`src/rtl/shmem_pkg.sv`:
```
package shmem_pkg;
  localparam int DW      = 16;
  localparam int WP_W    = 8;
  localparam int BANK_W  = 2;
  localparam int PRIO_W  = 2;
  localparam int OWN_BIT  = 0;
  localparam int SWAP_BIT = 1;
  localparam int MODE_BIT = 2;
  localparam int PRIO_LSB = 3;
  localparam int BANK_LSB = 6;
  localparam int WP_LSB   = 8;

  function automatic logic [DW-1:0] main_view(input logic [WP_W-1:0] wp,
                                               input logic [BANK_W-1:0] bank,
                                               input logic mode, input logic own);
    logic [DW-1:0] v;
    v = '0;
    v[WP_LSB +: WP_W]     = wp;
    v[BANK_LSB +: BANK_W] = bank;
    v[MODE_BIT]           = mode;
    v[SWAP_BIT]           = ~own;
    v[OWN_BIT]            = own;
    return v;
  endfunction

  function automatic logic [DW-1:0] sub_view(input logic [WP_W-1:0] wp,
                                              input logic [PRIO_W-1:0] prio,
                                              input logic mode, input logic own);
    logic [DW-1:0] v;
    v = '0;
    v[WP_LSB +: WP_W]     = wp;
    v[PRIO_LSB +: PRIO_W] = prio;
    v[MODE_BIT]           = mode;
    v[SWAP_BIT]           = ~own;
    v[OWN_BIT]            = own;
    return v;
  endfunction
endpackage

```
`src/rtl/shmem_own_hs.sv`:
```
module shmem_own_hs (
  input  logic clk,
  input  logic rst_n,
  input  logic swap_req,
  input  logic ret_evt,
  output logic own
);
  always_ff @(posedge clk) begin
    if (!rst_n)        own <= 1'b0;
    else if (ret_evt)  own <= 1'b1;
    else if (swap_req) own <= 1'b0;
  end

  assert_return_sets_R5: assert property (@(posedge clk) disable iff (!rst_n)
    ret_evt |=> own);
  assert_swap_clears_R3: assert property (@(posedge clk) disable iff (!rst_n)
    (swap_req && !ret_evt) |=> !own);
  assert_collision_R10: assert property (@(posedge clk) disable iff (!rst_n)
    (swap_req && ret_evt) |=> own);
  assert_own_hold_R8: assert property (@(posedge clk) disable iff (!rst_n)
    (!swap_req && !ret_evt) |=> $stable(own));
endmodule

```
`src/rtl/shmem_main_side.sv`:
```
module shmem_main_side
  import shmem_pkg::*;
(
  input  logic              clk,
  input  logic              rst_n,
  input  logic              wr,
  input  logic [1:0]        be,
  input  logic [WP_W-1:0]   wp_in,
  input  logic [BANK_W-1:0] bank_in,
  input  logic              swap_in,
  output logic              swap_req,
  output logic [BANK_W-1:0] bank,
  output logic [WP_W-1:0]   wp
);
  logic lo_wr, hi_wr;
  assign lo_wr    = wr & be[0];
  assign hi_wr    = wr & be[1];
  assign swap_req = lo_wr & swap_in;

  always_ff @(posedge clk) begin
    if (!rst_n) begin
      bank <= '0;
      wp   <= '0;
    end else begin
      if (lo_wr) bank <= bank_in;
      if (hi_wr) wp   <= wp_in;
    end
  end

  assert_wp_load_R4: assert property (@(posedge clk) disable iff (!rst_n)
    (wr && be[1]) |=> wp == $past(wp_in));
  assert_wp_hold_R8: assert property (@(posedge clk) disable iff (!rst_n)
    !(wr && be[1]) |=> $stable(wp));
  assert_bank_hold_R4: assert property (@(posedge clk) disable iff (!rst_n)
    !(wr && be[0]) |=> $stable(bank));
endmodule

```
`src/rtl/shmem_sub_side.sv`:
```
module shmem_sub_side
  import shmem_pkg::*;
(
  input  logic              clk,
  input  logic              rst_n,
  input  logic              wr,
  input  logic              be_lo,
  input  logic              mode_in,
  input  logic [PRIO_W-1:0] prio_in,
  input  logic              ret_in,
  output logic              ret_evt,
  output logic              mode,
  output logic [PRIO_W-1:0] prio
);
  logic lo_wr;
  assign lo_wr   = wr & be_lo;
  assign ret_evt = lo_wr & ret_in;

  always_ff @(posedge clk) begin
    if (!rst_n) begin
      mode <= 1'b0;
      prio <= '0;
    end else if (lo_wr) begin
      mode <= mode_in;
      prio <= prio_in;
    end
  end

  assert_mode_load_R6: assert property (@(posedge clk) disable iff (!rst_n)
    (wr && be_lo) |=> (mode == $past(mode_in)) && (prio == $past(prio_in)));
  assert_mode_hold_R8: assert property (@(posedge clk) disable iff (!rst_n)
    !(wr && be_lo) |=> $stable(mode) && $stable(prio));
endmodule

```
`src/rtl/shmem_mode_reg.sv`:
```
module shmem_mode_reg
  import shmem_pkg::*;
(
  input  logic              clk,
  input  logic              rst_n,
  input  logic              main_wr,
  input  logic [1:0]        main_be,
  input  logic [DW-1:0]     main_wdata,
  output logic [DW-1:0]     main_rdata,
  input  logic              sub_wr,
  input  logic [1:0]        sub_be,
  input  logic [DW-1:0]     sub_wdata,
  output logic [DW-1:0]     sub_rdata,
  output logic              main_owns,
  output logic [BANK_W-1:0] bank_sel,
  output logic              ram_mode,
  output logic [PRIO_W-1:0] prio_mode,
  output logic [WP_W-1:0]   wprot
);
  logic swap_req, ret_evt;

  shmem_main_side u_main (
    .clk(clk), .rst_n(rst_n), .wr(main_wr), .be(main_be),
    .wp_in(main_wdata[WP_LSB +: WP_W]), .bank_in(main_wdata[BANK_LSB +: BANK_W]),
    .swap_in(main_wdata[SWAP_BIT]), .swap_req(swap_req),
    .bank(bank_sel), .wp(wprot)
  );

  shmem_sub_side u_sub (
    .clk(clk), .rst_n(rst_n), .wr(sub_wr), .be_lo(sub_be[0]),
    .mode_in(sub_wdata[MODE_BIT]), .prio_in(sub_wdata[PRIO_LSB +: PRIO_W]),
    .ret_in(sub_wdata[OWN_BIT]), .ret_evt(ret_evt),
    .mode(ram_mode), .prio(prio_mode)
  );

  shmem_own_hs u_own (
    .clk(clk), .rst_n(rst_n), .swap_req(swap_req), .ret_evt(ret_evt), .own(main_owns)
  );

  assign main_rdata = main_view(wprot, bank_sel, ram_mode, main_owns);
  assign sub_rdata  = sub_view(wprot, prio_mode, ram_mode, main_owns);

  // Data bits that carry no meaning for their port.
  logic unused_bits;
  assign unused_bits = ^{main_wdata[OWN_BIT], main_wdata[MODE_BIT], main_wdata[5:3],
                         sub_wdata[SWAP_BIT], sub_wdata[15:5], sub_be[1]};

  assert_swap_inverse_R2: assert property (@(posedge clk) disable iff (!rst_n)
    main_rdata[SWAP_BIT] != main_owns);
  assert_bank_hidden_R7: assert property (@(posedge clk) disable iff (!rst_n)
    sub_rdata[7:5] == 3'b000);
  assert_main_gap_zero_R9: assert property (@(posedge clk) disable iff (!rst_n)
    main_rdata[5:3] == 3'b000);
endmodule

```
`config.mk`:
```
export PLATFORM = sky130hd
export DESIGN_NAME = shmem_mode_reg
export DESIGN_NICKNAME = d
export VERILOG_FILES = /design/src/rtl/shmem_pkg.sv /design/src/rtl/shmem_own_hs.sv /design/src/rtl/shmem_main_side.sv /design/src/rtl/shmem_sub_side.sv /design/src/rtl/shmem_mode_reg.sv
export SDC_FILE = /design/constraint.sdc
export NUM_CORES = 1
export LEC_CHECK = 0
export BUFFER_PORTS_ARGS = -buffer_cell sky130_fd_sc_hd__buf_2
export CORE_MARGIN = 2
export CORE_UTILIZATION = 35
export CTS_CLUSTER_SIZE = 30
export DETAILED_ROUTE_END_ITERATION = 8
export GPL_ROUTABILITY_DRIVEN = 1
export PLACE_DENSITY = 0.8
export SKIP_LAST_GASP = 1
export SLEW_MARGIN = 20
export SYNTH_ARGS = -nofsm -noshare
export SYNTH_HDL_FRONTEND = slang
export SYNTH_SLANG_ARGS = --single-unit
export TNS_END_PERCENT = 100
```
`constraint.sdc`:
```
create_clock -name clk -period 0.9 [get_ports clk]
set_clock_uncertainty 0.1 [all_clocks]
set_input_delay 0.09 -clock clk [delete_from_list [all_inputs] [get_ports clk]]
set_output_delay 0.09 -clock clk [all_outputs]
set_load 0.005 [all_outputs]
```
### Word-level counts from Yosys, hierarchy flattened

Cells that the tools add are included.

| word-level totals | value |
|---|---|
| output and inout port bits | 46 |
| bits of input ports | 40 |
| register bits | 14 |

| cells by class | value |
|---|---|
| bitwise logic cells | 6 |
| mux-type cells | 2 |
| reduce and logical (&&, ||, !) cells | 1 |

Operator list:

| kind | number |
|---|---|
| $and A1 B1 Y1 | 5 |
| $mux W1 | 2 |
| $reduce_bool A2 Y1 | 1 |
| $not A1 Y1 | 1 |

### Longest topological paths before layout

| logic depth | value |
|---|---|
| depth in word-level cells | 4 |
| depth in mapped cells | 3 |
| depth with buffers taken out | 2 |

### Hierarchy

A second synthesis with hierarchy kept.

| unflattened totals | value |
|---|---|
| cells, all modules | 98 |
| area total of the unflattened synthesis | 853.3 µm² |

By module, submodules not included:

| module | cells each | times used | sequential area each (µm²) | area each (µm²) |
|---|---|---|---|---|
| shmem_main_side | 48 | 1 | 200.2 | 439.2 |
| shmem_mode_reg | 33 | 1 | 0.0 | 240.2 |
| shmem_sub_side | 14 | 1 | 60.1 | 132.6 |
| shmem_own_hs | 3 | 1 | 20.0 | 41.3 |

### Worst setup path after synthesis

No wires, ideal clock.

| timing path | value |
|---|---|
| path type | reg2reg |
| from | register, netlist name u_main.wp[0] |
| to | register u_main.wp[0] |
| setup time | 0.115 ns |
| data arrival time | 0.590 ns |
| clock period less this slack | 0.804 ns |
| buffers on the path | 0 |
| data required time | 0.685 ns |
| path slack | 0.096 ns |
| cell stages (with the launch flop) | 3 |
| cells stage by stage | dfxtp_1 a21boi_0 o21a_1 |

RTL lines:

| item | line | RTL |
|---|---|---|
| to (signal assigned) | shmem_main_side.sv:26 | `if (hi_wr) wp <= wp_in;` |
| to (decl) | shmem_main_side.sv:13 | `output logic [WP_W-1:0] wp` |

### Worst setup path in the final report

| timing path | value |
|---|---|
| from | register u_own.own |
| to | output port main_rdata[1] |

| on the way | value |
|---|---|
| cells in the longest elaborated chain, start to end | 1 |

Ends and longest elaborated chain:

| item | line | RTL |
|---|---|---|
| from (decl) | shmem_own_hs.sv:6 | `output logic own` |
| from (signal assigned) | shmem_own_hs.sv:9 | `if (!rst_n) own <= 1'b0;` |
| from (signal assigned) | shmem_own_hs.sv:10 | `else if (ret_evt) own <= 1'b1;` |
| from (signal assigned) | shmem_own_hs.sv:11 | `else if (swap_req) own <= 1'b0;` |
| $not A1 Y1 | shmem_pkg.sv:21 | `v[SWAP_BIT] = ~own;` |
| to (decl) | shmem_mode_reg.sv:9 | `output logic [DW-1:0] main_rdata,` |

Every way passes these cells.

==> impl_metrics.env <==
export IMPL_wl_um=1790
export IMPL_place_area_sq_um=961
export IMPL_p_comb_frac=0.205
export IMPL_antenna_left=0
export IMPL_first_iter_violations=7
export IMPL_ys_types=13
export IMPL_hold_path_startpoint="rst_n"
export IMPL_cp_arrival_ns=0.79
export IMPL_final_nets=175
export IMPL_initial_core_util=0.377
export IMPL_yosysTopAreaCellShare=0.327
export IMPL_antenna_found_initial=0
export IMPL_cts_setup_buffers=0
export IMPL_final_layout_size_suffix_gt1_frac=0.617
export IMPL_dp_cells=155
export IMPL_core_sq_um=2280
export IMPL_synth_area_top_cells="dfxtp_1 33%, buf_4 27%, a21boi_0 11%, o21a_1 11%, and3_1 9.5%"
export IMPL_wire_per_inst_um=11.1
export IMPL_synth_seq_cells=14
export IMPL_pwr_share_clk=0.271
export IMPL_crit_required_ns=0.71
export IMPL_clock_sinks=14
export IMPL_sw_frac_of_total=0.255
export IMPL_die_x_um=53.5
export IMPL_worstSetupStartpoint="u_own.own$_SDFFE_PN0P_"
export IMPL_hold_violations=1
export IMPL_drv_slew=0
export IMPL_syn_to_final_growth_pct=26.2
export IMPL_cts_max_level=1
export IMPL_startpoint_type="flip-flop"
export IMPL_antenna_cells=0
export IMPL_stdcell_count=161
export IMPL_setup_violations=40
export IMPL_vias_per_cell=4.73
export IMPL_grt_overflow=0
export IMPL_internal_power_uw=963
export IMPL_rr_startpoint="u_main.bank[0]$_SDFFE_PN0P_"
export IMPL_final_area_sq_um=1080
export IMPL_avgSynthCellArea_sq_um=9.13
export IMPL_cap_violations=0
export IMPL_netlist_instances=94
export IMPL_final_core_util=0.476
export IMPL_grt_max_degree=22
export IMPL_synthesis_area_sq_um=858
export IMPL_die_h_um=53.5
export IMPL_cp_end_kind="primary output"
export IMPL_rsz0062_at_grt="true"
export IMPL_setup_slack_ns=-0.0830
export IMPL_pwr_density_cell_nw_per_um2=1190
export IMPL_fmax_ghz=1.02
export IMPL_globalplace_congestion=0.668
export IMPL_seq_area_frac_synth=0.327
export IMPL_grt_pass1_wl_um=2640
export IMPL_path_class="flip-flop to primary output"
export IMPL_grt_use_total=0.131
export IMPL_p_switching_uw=331
export IMPL_num_io_pins=86
export IMPL_ys_warn_count=0
export IMPL_io_buffers=61
export IMPL_hold_path_class="input pin to flip-flop"
export IMPL_cts_clk_slew_worst_paths_ns=0.08
export IMPL_irDropWorstVdd_v=0.000668
export IMPL_cellLeakagePower_nw=0.610
export IMPL_cts_tree="yes"
export IMPL_rows=17
export IMPL_holdWs_ns=-0.00228
export IMPL_clock_root_buffer="clkbuf_4"
export IMPL_seqPwrFrac=0.525
export IMPL_vias=762
export IMPL_timing_final_crit_share=1.09
export IMPL_clock_path_buffers=2
export IMPL_clk_latency_ns=0.27
export IMPL_cts_buffers_inserted=3
export IMPL_die_area_sq_um=2860
export IMPL_period_needed_ns=0.983
export IMPL_crit_fanout=5
export IMPL_yosysTopAreaCell="dfxtp_1"
export IMPL_hpwl_um=1350
export IMPL_power_total_mw=1.29
export IMPL_grt_pass1_vias=646
export IMPL_drc_errors=0
export IMPL_drtPass1Iterations=2
export IMPL_status="finished with violations"
export IMPL_violations="hold timing, setup timing"
export IMPL_dp_slack_ns=-0.0145
[synthesized netlist by cell type]
master and number:
buf_6 3, dfxtp_1 14, inv_1 1, a21boi_0 13
o21ai_0 1, buf_2 1, o21a_1 13, buf_4 31
nand2_1 1, and3_1 13, and3_2 1, nand4_1 1
conb_1 1
[power by group through the flow]
stage	sequential, mW	combinational [mW]	clock, mW
floorplan	0.688	0.185	0
global placement	0.682	0.232	0
detailed placement	0.685	0.237	0
CTS	0.678	0.248	0.370
global route	0.684	0.296	0.394
finish	0.679	0.265	0.350
[cell families (layout without fill, tap and decap cells)]
group                  Yosys count  after routing  synth area share
buffers and inverters           36             70             0.321
AO/OA/AOI/OAI                   27             27             0.233
AND/OR/NAND/NOR                 16             16             0.115
flip-flops                      14             14             0.327
other                            1              6           0.00437
[critical path, cell delays in order, from the launching register on]
cell,delay [ns]
dfxtp_2,0.37
inv_2,0.04
buf_2,0.11
[layout by cell type, fill, tap and decap left out]
cell	instances
a21boi_0	12
a21boi_1	1
and3_1	13
and3_2	1
buf_2	53
buf_4	2
buf_6	8
clkbuf_4	3
conb_1	6
dfxtp_2	13
dfxtp_4	1
dlygate4sd3_1	3
inv_2	1
nand2_1	1
nand4_1	1
o21a_1	13
o21ai_1	1
[sequential cells by signal (all words and copies together), names as in the netlist]
register	count
u_own.own	1
u_main.wp	8
u_main.bank	2
u_sub.mode	1
u_sub.prio	2
[final cells by class]
cell class                      instances  area, sq um
Inverter                                1         3.75
Multi-Input combinational cell         49          322
Timing Repair Buffer                   66          400
Fill cell                             233         1190
Clock buffer                            3         22.5
Tap cell                               28         35.0
Sequential cell                        14          300
[layer usage]
metal | global-route usage | share of wire
met2 | 0.239 | 0.51
met1 | 0.131 | 0.39
met3 | 0.0339 | 0.088
met5 | 0 | 0
met4 | 0.0769 | 0.015
[stage by stage]
stage	hold WS (ns)	setup TNS, ns
2_1_floorplan	0.108	0
3_3_place_gp	0.265	0
3_5_place_dp	0.268	-0.0311
4_1_cts	0.0127	-1.51
5_1_grt	0.0133	-2.83
6_report	-0.00228	-1.14
[worst paths after layout]
check | to | cells past startpoint | slack (ns)
worst max register to register | u_main.bank[0]$_SDFFE_PN0P_ | 2 | 0.04
worst max-delay path | main_rdata[1] | 2 | -0.08
worst min-delay path | u_own.own$_SDFFE_PN0P_ | 3 | -0.002
worst min register to register | u_own.own$_SDFFE_PN0P_ | 2 | 0.38
[repair_timing]
| item | 4_1_cts | 5_1_grt |
|---|---|---|
| endpoints found under the hold margin | 4 | 0 |
| hold buffers | 3 | 0 |
| setup endpoints to repair | 40 | 42 |
| gates resized for setup | 15 | 11 |
(Power assumes the default switching activity.)
